### src/rtl/stepseq_pkg.sv
package stepseq_pkg;

    localparam int COIL_W = 4;
    localparam int POS_W  = 2;

    typedef logic [COIL_W-1:0] coil_t;
    typedef logic [POS_W-1:0]  pos_t;

    typedef enum logic {
        ROT_ACW = 1'b0,
        ROT_CW  = 1'b1
    } rot_e;

    typedef struct packed {
        logic a1;
        logic a2;
        logic b1;
        logic b2;
    } winding_t;

    localparam coil_t HOME_PATTERN = 4'h9;

    // Ring order of the four full-step positions; anticlockwise walks upward.
    function automatic coil_t ring_pattern(input pos_t p);
        coil_t c;
        case (p)
            2'd0:    c = 4'h9;
            2'd1:    c = 4'h5;
            2'd2:    c = 4'h6;
            default: c = 4'hA;
        endcase
        return c;
    endfunction

    function automatic pos_t ring_move(input pos_t p, input rot_e r);
        return (r == ROT_CW) ? pos_t'(p - 1'b1) : pos_t'(p + 1'b1);
    endfunction

endpackage

### src/rtl/step_timer.sv
module step_timer #(
    parameter int CNT_W = 16
) (
    input  logic             clk,
    input  logic             rst,
    input  logic             enable,
    input  logic [CNT_W-1:0] period,
    output logic             tick
);
    logic [CNT_W-1:0] cnt;
    logic [CNT_W-1:0] last;

    // Zero period is promoted to one, so the last count is period-1 floored at 0.
    always_comb begin
        last = (period == '0) ? '0 : period - 1'b1;
        tick = enable && (cnt >= last);
    end

    always_ff @(posedge clk) begin
        if (rst) begin
            cnt <= '0;
        end else if (tick) begin
            cnt <= '0;
        end else if (enable) begin
            cnt <= cnt + 1'b1;
        end
    end
endmodule

### src/rtl/step_phase.sv
module step_phase
    import stepseq_pkg::*;
(
    input  logic clk,
    input  logic rst,
    input  logic advance,
    input  rot_e rot,
    output pos_t pos,
    output logic strobe
);
    always_ff @(posedge clk) begin
        if (rst) begin
            pos    <= '0;
            strobe <= 1'b0;
        end else begin
            strobe <= advance;
            if (advance) begin
                pos <= ring_move(pos, rot);
            end
        end
    end
endmodule

### src/rtl/coil_decode.sv
module coil_decode
    import stepseq_pkg::*;
(
    input  pos_t     pos,
    output winding_t drive
);
    coil_t raw;

    always_comb begin
        raw   = ring_pattern(pos);
        drive = winding_t'(raw);
    end
endmodule

### src/rtl/stepper_seq.sv
module stepper_seq
    import stepseq_pkg::*;
#(
    parameter int INTERVAL_W = 16
) (
    input  logic                  clk,
    input  logic                  rst,
    input  logic                  enable,
    input  logic                  dir_cw,
    input  logic [INTERVAL_W-1:0] step_interval,
    output logic [3:0]            coils,
    output logic                  step_pulse
);
    logic     tick;
    pos_t     pos;
    rot_e     rot;
    winding_t drive;

    assign rot = dir_cw ? ROT_CW : ROT_ACW;

    step_timer #(.CNT_W(INTERVAL_W)) u_timer (
        .clk    (clk),
        .rst    (rst),
        .enable (enable),
        .period (step_interval),
        .tick   (tick)
    );

    step_phase u_phase (
        .clk     (clk),
        .rst     (rst),
        .advance (tick),
        .rot     (rot),
        .pos     (pos),
        .strobe  (step_pulse)
    );

    coil_decode u_dec (
        .pos   (pos),
        .drive (drive)
    );

    assign coils = {drive.a1, drive.a2, drive.b1, drive.b2};
endmodule

### config.mk
export PLATFORM = sky130hd
export DESIGN_NAME = stepper_seq
export DESIGN_NICKNAME = d
export VERILOG_FILES = /design/src/rtl/stepseq_pkg.sv /design/src/rtl/step_timer.sv /design/src/rtl/step_phase.sv /design/src/rtl/coil_decode.sv /design/src/rtl/stepper_seq.sv
export SDC_FILE = /design/constraint.sdc
export NUM_CORES = 1
export LEC_CHECK = 0
export BUFFER_PORTS_ARGS = -buffer_cell sky130_fd_sc_hd__buf_2
export CELL_PAD_IN_SITES_DETAIL_PLACEMENT = 0
export CELL_PAD_IN_SITES_GLOBAL_PLACEMENT = 2
export CORE_UTILIZATION = 34
export DETAILED_ROUTE_END_ITERATION = 6
export PLACE_DENSITY_LB_ADDON = 0.1
export SLEW_MARGIN = 10
export SYNTH_ARGS = -nofsm -noshare
export SYNTH_HDL_FRONTEND = slang
export SYNTH_SLANG_ARGS = --single-unit
### constraint.sdc
create_clock -name clk -period 3.55 [get_ports clk]
set_input_delay 0.355 -clock clk [delete_from_list [all_inputs] [get_ports clk]]
set_output_delay 0.355 -clock clk [all_outputs]
set_load 0.02 [all_outputs]
==> key figures <==
Status
  • Outcome: completed

Synthesis
  • Yosys top cell area share: 23.4%
  • Synth cell types: 36
  • EDFF count, synth: 0
  • Cell Area, Synth: 0.00163 mm2
  • Yosys warnings: 0
  • Ys async rst share: 0%
  • Syn_nets: 236
  • Syn_area_per_cell: 8.43 um2
  • Area leader, netlist: dfxtp_1
  • Area contributors post-synth: dfxtp_1 23%, ha_1 18%, xnor2_1 11%
  • Gate Count Post-Synth: 193
  • Sequential fraction of the synthesis area: 23.4%
  • Top FF cell, synth: dfxtp_1
  • FF+latch count, synth: 19

Routing
  • Residual DRC: 0
  • Final wirelength: 3460 um
  • Vias/cell: 5.08
  • Routed Antenna Nets: 0
  • Via count: 1386
  • Initial DRC count: 28
  • Routed WL per cell: 12.7 um
  • TritonRoute pass-1 iters: 6

STA
  • Slew Limit Fails: 0
  • Worst Tran Pin Value: 0.383 ns
  • Post-route clock period utilization: 89.0%
  • Final Hold Viols: 0
  • Clock skew: 0.00437 ns
  • Slew headroom: 74.4%
  • Setup-failing EPs final: 0
  • Unrepaired setup endpoints after global routing: no
  • Final setup TNS: 0 ns
  • Fmax: 317 MHz
  • Tmin final: 3.16 ns

Finish
  • Commonest non-fill, non-tap cell in the layout: nand2_1
  • Fillcell total: 472
  • Ant diodes: 0
  • # nets final: 265
  • Area Overhead vs Synth: 15.0%
  • Commonest non-fill, non-tap cells in the layout: 25 x nand2_1, 24 x buf_2, 23 x ha_1
  • Final Cell Area: 0.00187 mm2
  • Share of layout cells above drive strength 1: 19.5%

Clock tree
  • H-tree depth: 1
  • CTS tree: built
  • Clock sink count: 19
  • Post-CTS Setup Inserts: 0
  • Hold buffer count at cts: 0
  • CTS resizes: 0
  • Root Driver: clkbuf_8
  • Clk Latency, worst-skew pair: 0.25 ns
  • Num CTS Buffers: 3
  • Max Root-Sink Buffers: 2
  • Clock slew at reported path FFs: 0.07 ns

Setup path
  • Critical Path Most Common Cell: nand2_1
  • Critical path launch point type: input pin
  • Crit-path cells: buf_2, or4_4, nor4b_4, nand2_1, xnor2_1, nand2_1, ha_1, nand4_1, nor3_1, a32oi_1, a21boi_2, mux2_2
  • Delay-heaviest family, CP: simple AND/OR/NAND/NOR gates
  • WS Path Type: in -> reg
  • Critical Path RT: 3.70 ns
  • Crit path max-delay cell type: or4_4
  • Worst path max stage delay: 0.58 ns
  • Crit end category: flop
  • Crit-path max FO: 5
  • Arr. time, crit path: 3.30 ns
  • Bufs and invs on worst path: 1

Power
  • Leakage: 0.839 nW
  • Internal power: 0.000327 W
  • Peak VDD IR: 0.191 mV
  • Reg power frac: 50.0%
  • Switching Fraction: 25.2%
  • Switch Pwr: 0.000110 W
  • Clock share of power: 33.9%
  • Combinational share of power: 16.1%
  • Pwr/cell area: 234 mW/mm2

Floorplanning
  • Die ar.: 0.00506 mm2
  • Die width: 71.2 um
  • Die height: 71.2 um
  • Cell Rows: 24
  • # IOs: 25
  • Floorplan Core Area: 0.00447 mm2
  • Starting Density: 36.4%

Worst hold path
  • Worst hold path class: in -> reg

Global routing
  • Initial antenna violation count: 0
  • Largest net degree at the start of global routing: 22
  • Tot GR Track Use: 14.0%
  • Global-route wire length before repair: 5660 um
  • Vias in the first global route: 1259
  • Congestion Overflow GR: 0

Placement
  • PortBufs: 24
  • GP Congestion: 0.772
  • DP Area: 0.00182 mm2
  • Post-detail-place hpwl: 2890 um

Job
  • Max Cap Viol: 0
state kept, by name (all words and copies together) (netlist names):
register,count
u_timer.cnt,16
u_phase.strobe,1
u_phase.pos,2
through the flow:
| step | utilization [%] | power (W) | std cells | worst slack, ns | hold WS [ns] |
|---|---|---|---|---|---|
| finish | 41.8 | 0.000437 | 273 | 0.392 | 0.475 |
| CTS | 41.8 | 0.000446 | 273 | 0.361 | 0.465 |
| floorplan | - | 0.000266 | 193 | 0.418 | 0.520 |
| global route | 41.8 | 0.000463 | 273 | 0.150 | 0.483 |
| global placement | 40.8 | 0.000294 | 269 | 0.107 | 0.555 |
| detailed placement | 40.8 | 0.000294 | 269 | 0.0844 | 0.556 |
cell families (layout without fill, tap and decap cells):
| kind of cell | Yosys count | count (layout) | synth area share (%) |
|---|---|---|---|
| xor+xnor | 29 | 29 | 15.6 |
| fa+ha+maj | 23 | 23 | 17.7 |
| mux | 3 | 3 | 2.00 |
| compound gates | 16 | 16 | 6.92 |
| buf+inv | 13 | 41 | 3.15 |
| flops | 19 | 19 | 23.4 |
| simple gates | 90 | 90 | 31.2 |
worst paths after layout:
check / slack (ns) / cells after the start / end / from
worst max-delay path: 0.39 / 12 / u_phase.pos[1] / step_interval[5]
worst max register to register: 1.44 / 8 / u_phase.strobe / u_timer.cnt[0]
worst min register to register: 0.57 / 2 / u_timer.cnt[15] / u_timer.cnt[15]
worst min-delay path: 0.47 / 3 / u_timer.cnt[0] / enable
Yosys cell counts (3+ instances only):
cell      count
nand2_1      25
ha_1         23
nor3_1       22
xnor2_1      20
dfxtp_1      19
nor2_1       13
inv_1         9
xor2_1        9
a21oi_1       5
nand4_1       5
nand2b_1      4
and4_1        3
nand3_1       3
o21ai_0       3
cell type report:
cell class,count,area (um2),share of cell area [%]
clock buffers,3,41.3,2.21
clock inverters,1,5.00,0.268
inverters,9,33.8,1.81
multi-input cells,161,1190,63.9
flip-flops and latches,19,380,20.3
well taps,52,65.1,3.48
repair buffers,28,150,8.03
worst reg2reg max path, delay by kind of cell, from the launching register on:
kind	cells	cell delay, ns
compound gates	3	0.78
fa+ha+maj	1	0.28
buf+inv	2	0.27
flops	1	0.40
simple gates	2	0.27
power by group through the flow:
stage	Clock (W)	Combinational (W)	Sequential [W]
after detailed placement	0	0.0000708	0.000224
after CTS	0.000155	0.0000717	0.000219
after global routing	0.000164	0.0000801	0.000219
after global placement	0	0.0000702	0.000223
final	0.000148	0.0000704	0.000218
after floorplan	0	0.0000437	0.000222
per-layer routing:
layer	share of wire, %	routed length (um)	track usage, %
met4	0.17	6	1.11
met3	2.5	86	3.42
met2	46	1600	23.1
met5	0	0	0
met1	51	1770	19.2
Note: power is estimated with default switching activity, not from simulation.
